$ cat config.mk
export PLATFORM = sky130hd
export DESIGN_NAME = pwmg_gated_top
export DESIGN_NICKNAME = d
export VERILOG_FILES = /design/src/rtl/pwmg_pkg.sv /design/src/rtl/pwmg_counter.sv /design/src/rtl/pwmg_duty_latch.sv /design/src/rtl/pwmg_out_stage.sv /design/src/rtl/pwmg_gated_top.sv
export SDC_FILE = /design/constraint.sdc
export NUM_CORES = 1
export LEC_CHECK = 0
export ABC_CLOCK_PERIOD_IN_PS = 2380
export BUFFER_PORTS_ARGS = -buffer_cell sky130_fd_sc_hd__buf_2
export CAP_MARGIN = 10
export CORE_AREA = 5 5 42 44
export CTS_CLUSTER_SIZE = 28
export DETAILED_ROUTE_END_ITERATION = 10
export DIE_AREA = 0 0 47 49
export GPL_TIMING_DRIVEN = 1
export HOLD_SLACK_MARGIN = 0.02
export PLACE_DENSITY_LB_ADDON = 0.25
export SYNTH_ARGS = -nofsm -noshare
export SYNTH_HDL_FRONTEND = slang
export SYNTH_HIERARCHICAL = 1
export SYNTH_SLANG_ARGS = --single-unit
$ cat constraint.sdc
create_clock -name clk -period 2.38 [get_ports clk]
set_input_delay 0.357 -clock clk [delete_from_list [all_inputs] [get_ports clk]]
set_output_delay 0.357 -clock clk [all_outputs]
set_load 0.01 [all_outputs]
$ cat src/rtl/pwmg_pkg.sv
// pwmg_pkg: shared helpers for the enable-qualified PWM generator.
// Assumes the counter width is at least 2 bits.
package pwmg_pkg;

    // Number of enabled cycles in one PWM period for a given counter width.
    function automatic int unsigned period_len(input int unsigned width);
        return 32'd1 << width;
    endfunction

    // Per-cycle status that the counter hands to the other stages.
    typedef struct packed {
        logic roll;   // enabled edge on which the count goes from max to 0
        logic step;   // enabled edge (count advances)
    } cnt_evt_t;

endpackage

$ cat src/rtl/pwmg_counter.sv
// pwmg_counter: period counter, one state per count value (Mealy machine).
// The count advances on every enabled edge and wraps at its maximum.
// Assumes rst_n is synchronous and active low; en acts as the register clock
// qualifier, so nothing changes while en is low.
module pwmg_counter
    import pwmg_pkg::*;
#(
    parameter int unsigned CNT_W = 4
) (
    input  logic             clk,
    input  logic             rst_n,
    input  logic             en,
    output logic [CNT_W-1:0] cnt_q,
    output logic [CNT_W-1:0] cnt_nxt,
    output cnt_evt_t         evt
);

    localparam logic [CNT_W-1:0] CNT_MAX = {CNT_W{1'b1}};

    // Mealy event decode: depends on current state and the enable input.
    always_comb begin
        evt.step = en;
        evt.roll = en && (cnt_q == CNT_MAX);
        cnt_nxt  = evt.step ? cnt_q + 1'b1 : cnt_q;
    end

    // Count register with synchronous reset and enable qualification.
    always_ff @(posedge clk) begin
        if (!rst_n) begin
            cnt_q <= '0;
        end else if (evt.step) begin
            cnt_q <= cnt_nxt;
        end
    end

    // A disabled edge leaves the count untouched.
    assert_count_hold_R2 : assert property (@(posedge clk) disable iff (!rst_n)
        !en |=> $stable(cnt_q));

    // Each enabled edge moves the count by exactly one, modulo the period.
    assert_count_step_R3 : assert property (@(posedge clk) disable iff (!rst_n)
        en && (cnt_q != CNT_MAX) |=> cnt_q == $past(cnt_q) + 1'b1);

    assert_count_roll_R3 : assert property (@(posedge clk) disable iff (!rst_n)
        en && (cnt_q == CNT_MAX) |=> cnt_q == '0);

endmodule

$ cat src/rtl/pwmg_duty_latch.sv
// pwmg_duty_latch: holds the duty value used for the current period.
// Captures the live duty input only on the rollover edge and offers the
// value that will be in force after the next edge (Mealy look-ahead).
// Assumes roll is already qualified by the enable.
module pwmg_duty_latch #(
    parameter int unsigned CNT_W = 4
) (
    input  logic             clk,
    input  logic             rst_n,
    input  logic             roll,
    input  logic [CNT_W-1:0] duty_in,
    output logic [CNT_W-1:0] duty_q,
    output logic [CNT_W-1:0] duty_nxt
);

    // Look-ahead: the duty that governs the cycle after this edge.
    always_comb begin
        duty_nxt = roll ? duty_in : duty_q;
    end

    // Captured duty register, loaded only on rollover.
    always_ff @(posedge clk) begin
        if (!rst_n) begin
            duty_q <= '0;
        end else if (roll) begin
            duty_q <= duty_in;
        end
    end

    // Outside a rollover edge the captured duty never moves.
    assert_duty_frozen_R5 : assert property (@(posedge clk) disable iff (!rst_n)
        !roll |=> $stable(duty_q));

endmodule

$ cat src/rtl/pwmg_out_stage.sv
// pwmg_out_stage: registered PWM and period-start flag.
// The compare uses the look-ahead count and duty so that the registered
// output lines up with the count register. Assumes evt comes from
// pwmg_counter and the duty look-ahead from pwmg_duty_latch.
module pwmg_out_stage
    import pwmg_pkg::*;
#(
    parameter int unsigned CNT_W = 4
) (
    input  logic             clk,
    input  logic             rst_n,
    input  cnt_evt_t         evt,
    input  logic [CNT_W-1:0] cnt_nxt,
    input  logic [CNT_W-1:0] duty_nxt,
    output logic             pwm_q,
    output logic             wrap_q
);

    logic pwm_d;

    // Compare for the cycle that follows this edge.
    always_comb begin
        pwm_d = (cnt_nxt < duty_nxt);
    end

    // Output registers, enable-qualified like the rest of the block.
    always_ff @(posedge clk) begin
        if (!rst_n) begin
            pwm_q  <= 1'b0;
            wrap_q <= 1'b0;
        end else if (evt.step) begin
            pwm_q  <= pwm_d;
            wrap_q <= evt.roll;
        end
    end

    // The flag cannot survive two enabled edges in a row.
    assert_wrap_single_R3 : assert property (@(posedge clk) disable iff (!rst_n)
        wrap_q && evt.step |=> !wrap_q);

    // Outputs hold across a disabled edge.
    assert_out_hold_R2 : assert property (@(posedge clk) disable iff (!rst_n)
        !evt.step |=> $stable(pwm_q) && $stable(wrap_q));

endmodule

$ cat src/rtl/pwmg_gated_top.sv
// pwmg_gated_top: counter-based PWM generator with an enable-qualified clock.
// The gated register clock is realised as a clock enable on every flop.
// Assumes a single free-running clock and a synchronous active-low reset.
module pwmg_gated_top
    import pwmg_pkg::*;
#(
    parameter int unsigned CNT_W = 4
) (
    input  logic             clk,
    input  logic             rst_n,
    input  logic             en,
    input  logic [CNT_W-1:0] duty_in,
    output logic             pwm_o,
    output logic             wrap_o
);

    localparam int unsigned PERIOD = period_len(CNT_W);

    logic [CNT_W-1:0] cnt_q;
    logic [CNT_W-1:0] cnt_nxt;
    logic [CNT_W-1:0] duty_q;
    logic [CNT_W-1:0] duty_nxt;
    cnt_evt_t         evt;

    pwmg_counter #(.CNT_W(CNT_W)) u_counter (
        .clk     (clk),
        .rst_n   (rst_n),
        .en      (en),
        .cnt_q   (cnt_q),
        .cnt_nxt (cnt_nxt),
        .evt     (evt)
    );

    pwmg_duty_latch #(.CNT_W(CNT_W)) u_duty (
        .clk      (clk),
        .rst_n    (rst_n),
        .roll     (evt.roll),
        .duty_in  (duty_in),
        .duty_q   (duty_q),
        .duty_nxt (duty_nxt)
    );

    pwmg_out_stage #(.CNT_W(CNT_W)) u_out (
        .clk      (clk),
        .rst_n    (rst_n),
        .evt      (evt),
        .cnt_nxt  (cnt_nxt),
        .duty_nxt (duty_nxt),
        .pwm_q    (pwm_o),
        .wrap_q   (wrap_o)
    );

    // A zero captured duty never yields a high output.
    assert_zero_duty_low_R6 : assert property (@(posedge clk) disable iff (!rst_n)
        duty_q == '0 |-> !pwm_o);

    // The flag only appears in the first cycle of a period.
    assert_wrap_at_start_R3 : assert property (@(posedge clk) disable iff (!rst_n)
        wrap_o |-> cnt_q == '0);

    // The period length is at least a few cycles for a usable pulse.
    initial begin
        assert_period_sane_R3 : assert (PERIOD >= 4);
    end

endmodule

==> reports/qor.yml, run 1 <==
synth:
  post_synth_and_or_nand_nor_area_fraction: 0.233
  synth_fa_ha_area_frac: 0.0952
  avgSynthCellArea_um2: 10.7
  ys_seq_area_frac: 0.381
  synthMuxAreaShare: 0.160
  synth.distinct_cells: 25
  synth_top_area_frac: 0.381
  yosys_warnings: 6
  synthXorXnorAreaFrac: 0.0333
  ys_ff_latch: 10
  synth_compound_area_frac: 0.0619
  synth_top_family_by_area: "simple AND/OR/NAND/NOR gates"
  syn_area_um2: 526
  synth_nets: 60
  synth_area_leader_cell: "dfxtp_1"
  syn_inst: 49
  synth.area.top_cells: "dfxtp_1 38%, ha_1 9.5%, and2_1 7.1%, mux2_2 6.4%, mux2_4 5.7%"
clocking:
  cts_buffers: 3
  path_clk_slew_ns: 0.06
  cts_tree: "built"
  htreeDepth: 1
  cts_num_sinks: 10
  cts_buffer_depth: 2
  root_buffer: "clkbuf_4"
  postCtsSetupBuffers: 0
  cts_resized: 0
  holdBufCountCts: 0
  worstSkewPairLatency_ns: 0.26
global_routing:
  overflow: 0
  use_met3: 0.0554
  grt_util_met2: 0.133
  use_met1: 0.100
  first_global_vias: 329
  grt_start_max_net_pins: 13
  grt_pass1_wl_um: 1460
  busiest_layer: "met2"
  antenna_found_initial: 0
  grt_util_all_layers: 0.0905
hold_path:
  hp-class: "input pin to flip-flop"
  hold-path-cell-count: 2
pwr:
  internal-power_mw: 0.251
  power_switching_mw: 0.0792
  clockPowerShare: 0.349
  seqPwrFrac: 0.532
  power_density_mw_per_mm2: 550
  ir_worst_vdd_mv: 0.298
  power_frac_comb: 0.119
  switching_share: 0.240
  leakagePower_nw: 0.273
die:
  die_area_mm2: 0.00230
  std_cell_rows: 14
  die-width_um: 47
  initial_utilization: 0.375
  pin_count: 9
  core_mm2: 0.00140
  chipHeight_um: 49
worst_setup_path:
  crit_arrival_ns: 2.11
  reg2reg_from: "u_counter/cnt_q[0]$_SDFFE_PN0P_"
  startpoint: "u_counter/cnt_q[0]$_SDFFE_PN0P_"
  start_kind: "flip-flop"
  r2r_setup_slack_ns: 0.47
  cp.required_ns: 2.58
  path_class: "flip-flop to flip-flop"
  setup.worst_path.end_class: "flip-flop"
  crit_fanout: 5
  r2r-end: "u_out/pwm_q$_SDFFE_PN0P_"
  crit_end: "u_out/pwm_q$_SDFFE_PN0P_"
  ff2ff_path_depth: 8
detailed_routing:
  drc_errors: 0
  ant_nets: 0
  first_iter_violations: 3
  vias: 359
  vias_per_cell: 4.79
  dr.pass1.iters: 3
  wl_per_cell_um: 11.6
  wl_um: 867
sta:
  worst_slew_pin_slew_ns: 0.230
  slew_viol_final: 0
  post-route-min-period_ns: 1.91
  fmax_mhz: 523
  rsz0062_at_grt: "no"
  finClkSkew_ns: 0.00379
  post-route-period-util: 0.804
  fin_setup_tns_ns: 0
  hold_viol: 0
  setup_viol: 0
  slew_headroom: 0.846
  hold_ws_ns: 0.415
finish:
  area_growth_pct: 14.3
  nFillCells: 162
  fin_nets: 72
  n_antenna_cell: 0
  layout-drive-gt1-share: 0.339
job:
  max-cap-violations: 0
placement:
  place_congestion: 0.665
  io_buffers: 8
outcome:
  status: "finished clean"
## stage by stage
step	cell area, um2	cells	worst slack [ns]	utilization	power (mW)
2_1_floorplan	526	49	0.620	-	0.206
3_3_place_gp	578	72	0.443	0.413	0.219
3_5_place_dp	578	72	0.437	0.413	0.219
4_1_cts	601	75	0.443	0.429	0.338
5_1_grt	601	75	0.350	0.429	0.349
6_report	601	75	0.467	0.429	0.330
## cell families after synthesis
family,after synthesis
simple gates,18
flops,10
mux,7
compound gates,4
buf+inv,4
fa+ha+maj,4
xor+xnor,2
## how the worst min path moves through the flow
stage                                               start                               to
after floorplan           u_counter/cnt_q[3]$_SDFFE_PN0P_  u_counter/cnt_q[3]$_SDFFE_PN0P_
after global placement           u_out/pwm_q$_SDFFE_PN0P_         u_out/pwm_q$_SDFFE_PN0P_
after detailed placement         u_out/pwm_q$_SDFFE_PN0P_         u_out/pwm_q$_SDFFE_PN0P_
after CTS                                           rst_n  u_counter/cnt_q[2]$_SDFFE_PN0P_
after global routing                                rst_n  u_counter/cnt_q[2]$_SDFFE_PN0P_
final                                               rst_n  u_counter/cnt_q[2]$_SDFFE_PN0P_
## power groups by stage
stage	registers (mW)	clock network (mW)	logic [mW]
global placement	0.179	0	0.0399
detailed placement	0.180	0	0.0397
CTS	0.176	0.122	0.0402
finish	0.176	0.115	0.0393
floorplan	0.180	0	0.0262
global route	0.177	0.128	0.0444
## metal layers
layer | wire, um | part of all wire
met5 | 0 | 0
met4 | 0 | 0
met3 | 62 | 0.072
met2 | 401 | 0.46
met1 | 404 | 0.47
## cells in the mapped netlist (all sizes together)
| library cell | count |
|---|---|
| a21boi | 1 |
| and2 | 6 |
| and3b | 1 |
| and4 | 1 |
| buf | 1 |
| dfxtp | 10 |
| ha | 4 |
| inv | 3 |
| mux2 | 5 |
| mux2i | 2 |
| nand2 | 2 |
| nand2b | 1 |
| nand3b | 1 |
| nand4 | 1 |
| nand4b | 1 |
| nor2 | 1 |
| nor2b | 1 |
| nor3b | 1 |
| o211ai | 1 |
| o21a | 1 |
| o21ai | 1 |
| or2 | 1 |
| xnor2 | 1 |
| xor2 | 1 |
## sequential cells by signal, indices dropped and copies added (netlist names)
name             count
u_counter/cnt_q      4
u_duty/duty_q        4
u_out/pwm_q          1
u_out/wrap_q         1
## area by class of cell
class,count,area [um2],area share
inverter,3,11.3,0.0188
timing repair buffer,8,40.0,0.0667
tap,16,20.0,0.0333
multi-input combinational,35,307,0.510
sequential,10,200,0.333
clock buffer,3,22.5,0.0375
## layout by cell type, fill, tap and decap left out
master / n
and4_2: 1
a21boi_0: 1
nor2_1: 1
clkbuf_4: 3
ha_1: 4
dfxtp_1: 10
or2_1: 1
nor3b_2: 1
mux2_2: 3
nand2b_1: 1
mux2_4: 2
and3b_2: 1
inv_1: 3
nor2b_1: 1
nand2_1: 2
xnor2_1: 1
mux2i_1: 2
nand4_1: 1
o21ai_1: 1
nand4b_1: 1
buf_2: 8
xor2_1: 1
nand3b_1: 1
o21a_1: 1
and2_1: 6
o211ai_2: 1
## worst max-delay path, cell delays in order (launching register included)
cell,delay (ns)
dfxtp_1,0.36
ha_1,0.19
and4_2,0.32
mux2_2,0.36
inv_1,0.06
ha_1,0.22
o211ai_2,0.14
nor2_1,0.07
o21ai_1,0.13
(Power assumes the default switching activity.)
==> inputs of run 2 (changes only) <==
--- a/config.mk
+++ b/config.mk
@@ -5,7 +5,8 @@
 export SDC_FILE = /design/constraint.sdc
 export NUM_CORES = 1
 export LEC_CHECK = 0
-export ABC_CLOCK_PERIOD_IN_PS = 2380
+export ABC_AREA = 1
+export ABC_CLOCK_PERIOD_IN_PS = 1900
 export BUFFER_PORTS_ARGS = -buffer_cell sky130_fd_sc_hd__buf_2
 export CAP_MARGIN = 10
 export CORE_AREA = 5 5 42 44
==> constraint.sdc (replaced) <==
create_clock -name clk -period 1.9 [get_ports clk]
set_input_delay 0.285 -clock clk [delete_from_list [all_inputs] [get_ports clk]]
set_output_delay 0.285 -clock clk [all_outputs]
set_load 0.01 [all_outputs]
==> reports/qor.yml, run 2 <==
finish:
  nFillCells: 142  # -12%
  final-seq-area_um2: 205  # +2.5%
  multi_input_area_um2: 303  # -1.2%
  area_growth_pct: 25.7
  final_common_cell: "nand2_1"
  postLayoutCoreUtil: 0.520  # +0.0911
  layout-drive-gt1-share: 0.288  # -0.0505
  layout_common_cells: "26 x nand2_1, 25 x inv_1, 8 x buf_2, 8 x nor2_1, 8 x dfxtp_1"
  n_antenna_cell: 0  # unchanged
  finish.instance_area_um2: 728  # +21%
  largestRegisters: "u_counter/cnt_q (4), u_duty/duty_q (4)"
  fin_nets: 116  # +61%
synth:
  synth_nets: 101  # +68%
  syn_inst: 90  # +84%
  synth-edff-count: 0  # unchanged
  ys_seq_area_frac: 0.346  # -0.0354
  synth-main-ff-cell: "dfxtp_1"
  ys_ff_latch: 10  # unchanged
  synth_top_area_frac: 0.346  # -0.0354
  avgSynthCellArea_um2: 6.44  # -40%
  synth_area_leader_cell: "dfxtp_1"
  yosys_warnings: 6  # unchanged
  synth.area.top_cells: "dfxtp_1 35%, nand2_1 17%, inv_1 16%, ha_1 8.6%, nor2_1 5.8%"
  ys_async_sr_fraction: 0  # unchanged
  syn_area_um2: 579  # +10%
  synth_most_common_cell: "nand2_1"
  synth_common_cells: "26 x nand2_1, 25 x inv_1, 10 x dfxtp_1"
  synth.distinct_cells: 17  # -32%
die:
  initial_utilization: 0.413  # +0.0384
  std_cell_rows: 14  # unchanged
  core_mm2: 0.00140  # unchanged
  pin_count: 9  # unchanged
  die_area_mm2: 0.00230  # unchanged
  die-width_um: 47  # unchanged
  chipHeight_um: 49  # unchanged
worst_setup_path:
  path_class: "flip-flop to flip-flop"
  worstPathCellList: "ha_4 > nand3_4 > nor2_4 > inv_2 > nand2_1 > nand2_1 > inv_1 > inv_1 > ha_1 > nand2_1 > nor3b_2 > nand2_1 > a21oi_2"
  cp.required_ns: 2.10  # -0.48 ns
  crit_fanout: 4  # -1
  setup.worst_path.end_class: "flip-flop"
  critical_path.top_delay_family: "simple AND/OR/NAND/NOR gates"
  path_common_cell: "nand2_1"
  start_kind: "flip-flop"
  crit_arrival_ns: 1.97  # -0.14 ns
  crit_slowest_cell: "dfxtp_4"
  critPathMaxStageDelay_ns: 0.37  # about the same
  cp_num_buf_inv: 3  # +2
global_routing:
  grt_start_max_net_pins: 8  # -5
  grt_pass1_wl_um: 1860  # +28%
  first_global_vias: 501  # +52%
  overflow: 0  # unchanged
  grt_util_all_layers: 0.109  # +0.0182
  antenna_found_initial: 0  # unchanged
hold_path:
  hp-class: "input pin to flip-flop"
detailed_routing:
  vias: 521  # +45%
  wl_per_cell_um: 8.95  # -23%
  ant_nets: 0  # unchanged
  dr.pass1.iters: 4  # +1
  first_iter_violations: 5  # +2
  wl_um: 1070  # +24%
  vias_per_cell: 4.34  # -9.3%
  drc_errors: 0  # unchanged
pwr:
  power_density_mw_per_mm2: 640  # +16%
  power_switching_mw: 0.110  # +39%
  seqPwrFrac: 0.476  # -0.056
  switching_share: 0.237  # -0.00304
  ir_worst_vdd_mv: 0.515  # +72%
  leakagePower_nw: 0.416  # +53%
  power_frac_comb: 0.114  # -0.005
  internal-power_mw: 0.355  # +42%
  total_power_mw: 0.466  # +41%
  clockPowerShare: 0.410  # +0.061
outcome:
  status: "finished clean"
sta:
  slew_headroom: 0.870  # +0.0235
  fin_setup_tns_ns: 0  # unchanged
  post-route-min-period_ns: 1.77  # -0.140 ns
  setup_viol: 0  # unchanged
  hold_viol: 0  # unchanged
  hold_ws_ns: 0.271  # -0.143 ns
  slew_viol_final: 0  # unchanged
  post-route-period-util: 0.933  # +0.130
  finClkSkew_ns: 0.000399  # -0.00339 ns
  fmax_mhz: 564  # +7.9%
  worst_slew_pin_slew_ns: 0.194  # -0.0358 ns
clocking:
  htreeDepth: 1  # unchanged
  holdBufCountCts: 0  # unchanged
  cts_buffers: 3  # unchanged
  path_clk_slew_ns: 0.07  # about the same
  cts_buffer_depth: 2  # unchanged
  worstSkewPairLatency_ns: 0.26  # about the same
  root_buffer: "clkbuf_4"
  cts_num_sinks: 10  # unchanged
  cts_tree: "built"
job:
  max-cap-violations: 0  # unchanged
placement:
  dp_hpwl_um: 862
  place_congestion: 0.715  # +7.6%
  io_buffers: 8  # unchanged
  dpl_cell_area_um2: 647  # +12%
-- run 2: cell types whose count changed after synthesis, moves of 2 or more --
| cell | change |
|---|---|
| nand2_2 | +2 |
| inv_2 | +2 |
| nor2_1 | +8 |
| a21oi_2 | +2 |
| nand2_1 | +24 |
| inv_1 | +22 |
| mux2_2 | -3 |
| mux2i_1 | -2 |
| mux2_4 | -2 |
| and2_1 | -6 |
| nor2_2 | +2 |
-- run 2: worst min-delay path, stage by stage --
cell     delay (ns)
buf_2          0.12
inv_1          0.06
a21oi_2        0.03
-- run 2: power groups by stage --
stage / Combinational, mW / Sequential [mW] / Clock [mW]
after global routing: 0.0604 / 0.223 / 0.213
final: 0.0530 / 0.222 / 0.191
after floorplan: 0.0320 / 0.225 / 0
after detailed placement: 0.0505 / 0.225 / 0
after global placement: 0.0484 / 0.224 / 0
after CTS: 0.0507 / 0.220 / 0.199
-- run 2: layer usage --
metal / vias up / global-route usage / part of all wire
li1: 289 / - / -
met1: 221 / 0.131 / 0.49
met2: 9 / 0.174 / 0.48
met3: 2 / 0.0221 / 0.024
met4: 0 / 0.0553 / 0.0056
met5: - / 0 / 0
-- run 2: area by class of cell --
cell class	count	share of cell area
flip-flops and latches	10	0.282
repair buffers	11	0.0859
clock buffers	4	0.0498
inverters	27	0.139
multi-input cells	52	0.416
well taps	16	0.0275
-- run 2: what timing repair did --
item | CTS | global route
pin swaps | 0 | 1
endpoints found under the hold margin | 0 | 0
resized for setup | 2 | 7
endpoints found under the setup margin | 1 | 1
setup buffers | 0 | 1
-- run 2: cells by family (layout without fill, tap and decap cells) --
kind of cell,Yosys count,count (layout),share of synthesized area
and+or+nand+nor,42,42,0.309
buffers and inverters,28,42,0.188
DFF,10,10,0.346
AOI/OAI and AO/OA,6,6,0.0713
adders and majority gates,4,4,0.0864
-- run 2: worst paths after layout --
path,slack (ns),startpoint,to,cells after the start
setup / recovery,0.13,u_counter/cnt_q[0]$_SDFFE_PN0P_,u_out/pwm_q$_SDFFE_PN0P_,13
hold / removal,0.27,rst_n,u_out/pwm_q$_SDFFE_PN0P_,3
setup reg to reg,0.13,u_counter/cnt_q[0]$_SDFFE_PN0P_,u_out/pwm_q$_SDFFE_PN0P_,13
hold reg to reg,0.48,u_out/pwm_q$_SDFFE_PN0P_,u_out/pwm_q$_SDFFE_PN0P_,2
-- run 2: stage by stage --
stage / setup WS [ns] / std cells
2_1_floorplan: 0.0886 / 90
6_report: 0.127 / 120
4_1_cts: 0.00259 / 119
3_3_place_gp: -0.0384 / 115
3_5_place_dp: -0.101 / 115
5_1_grt: -0.0140 / 120
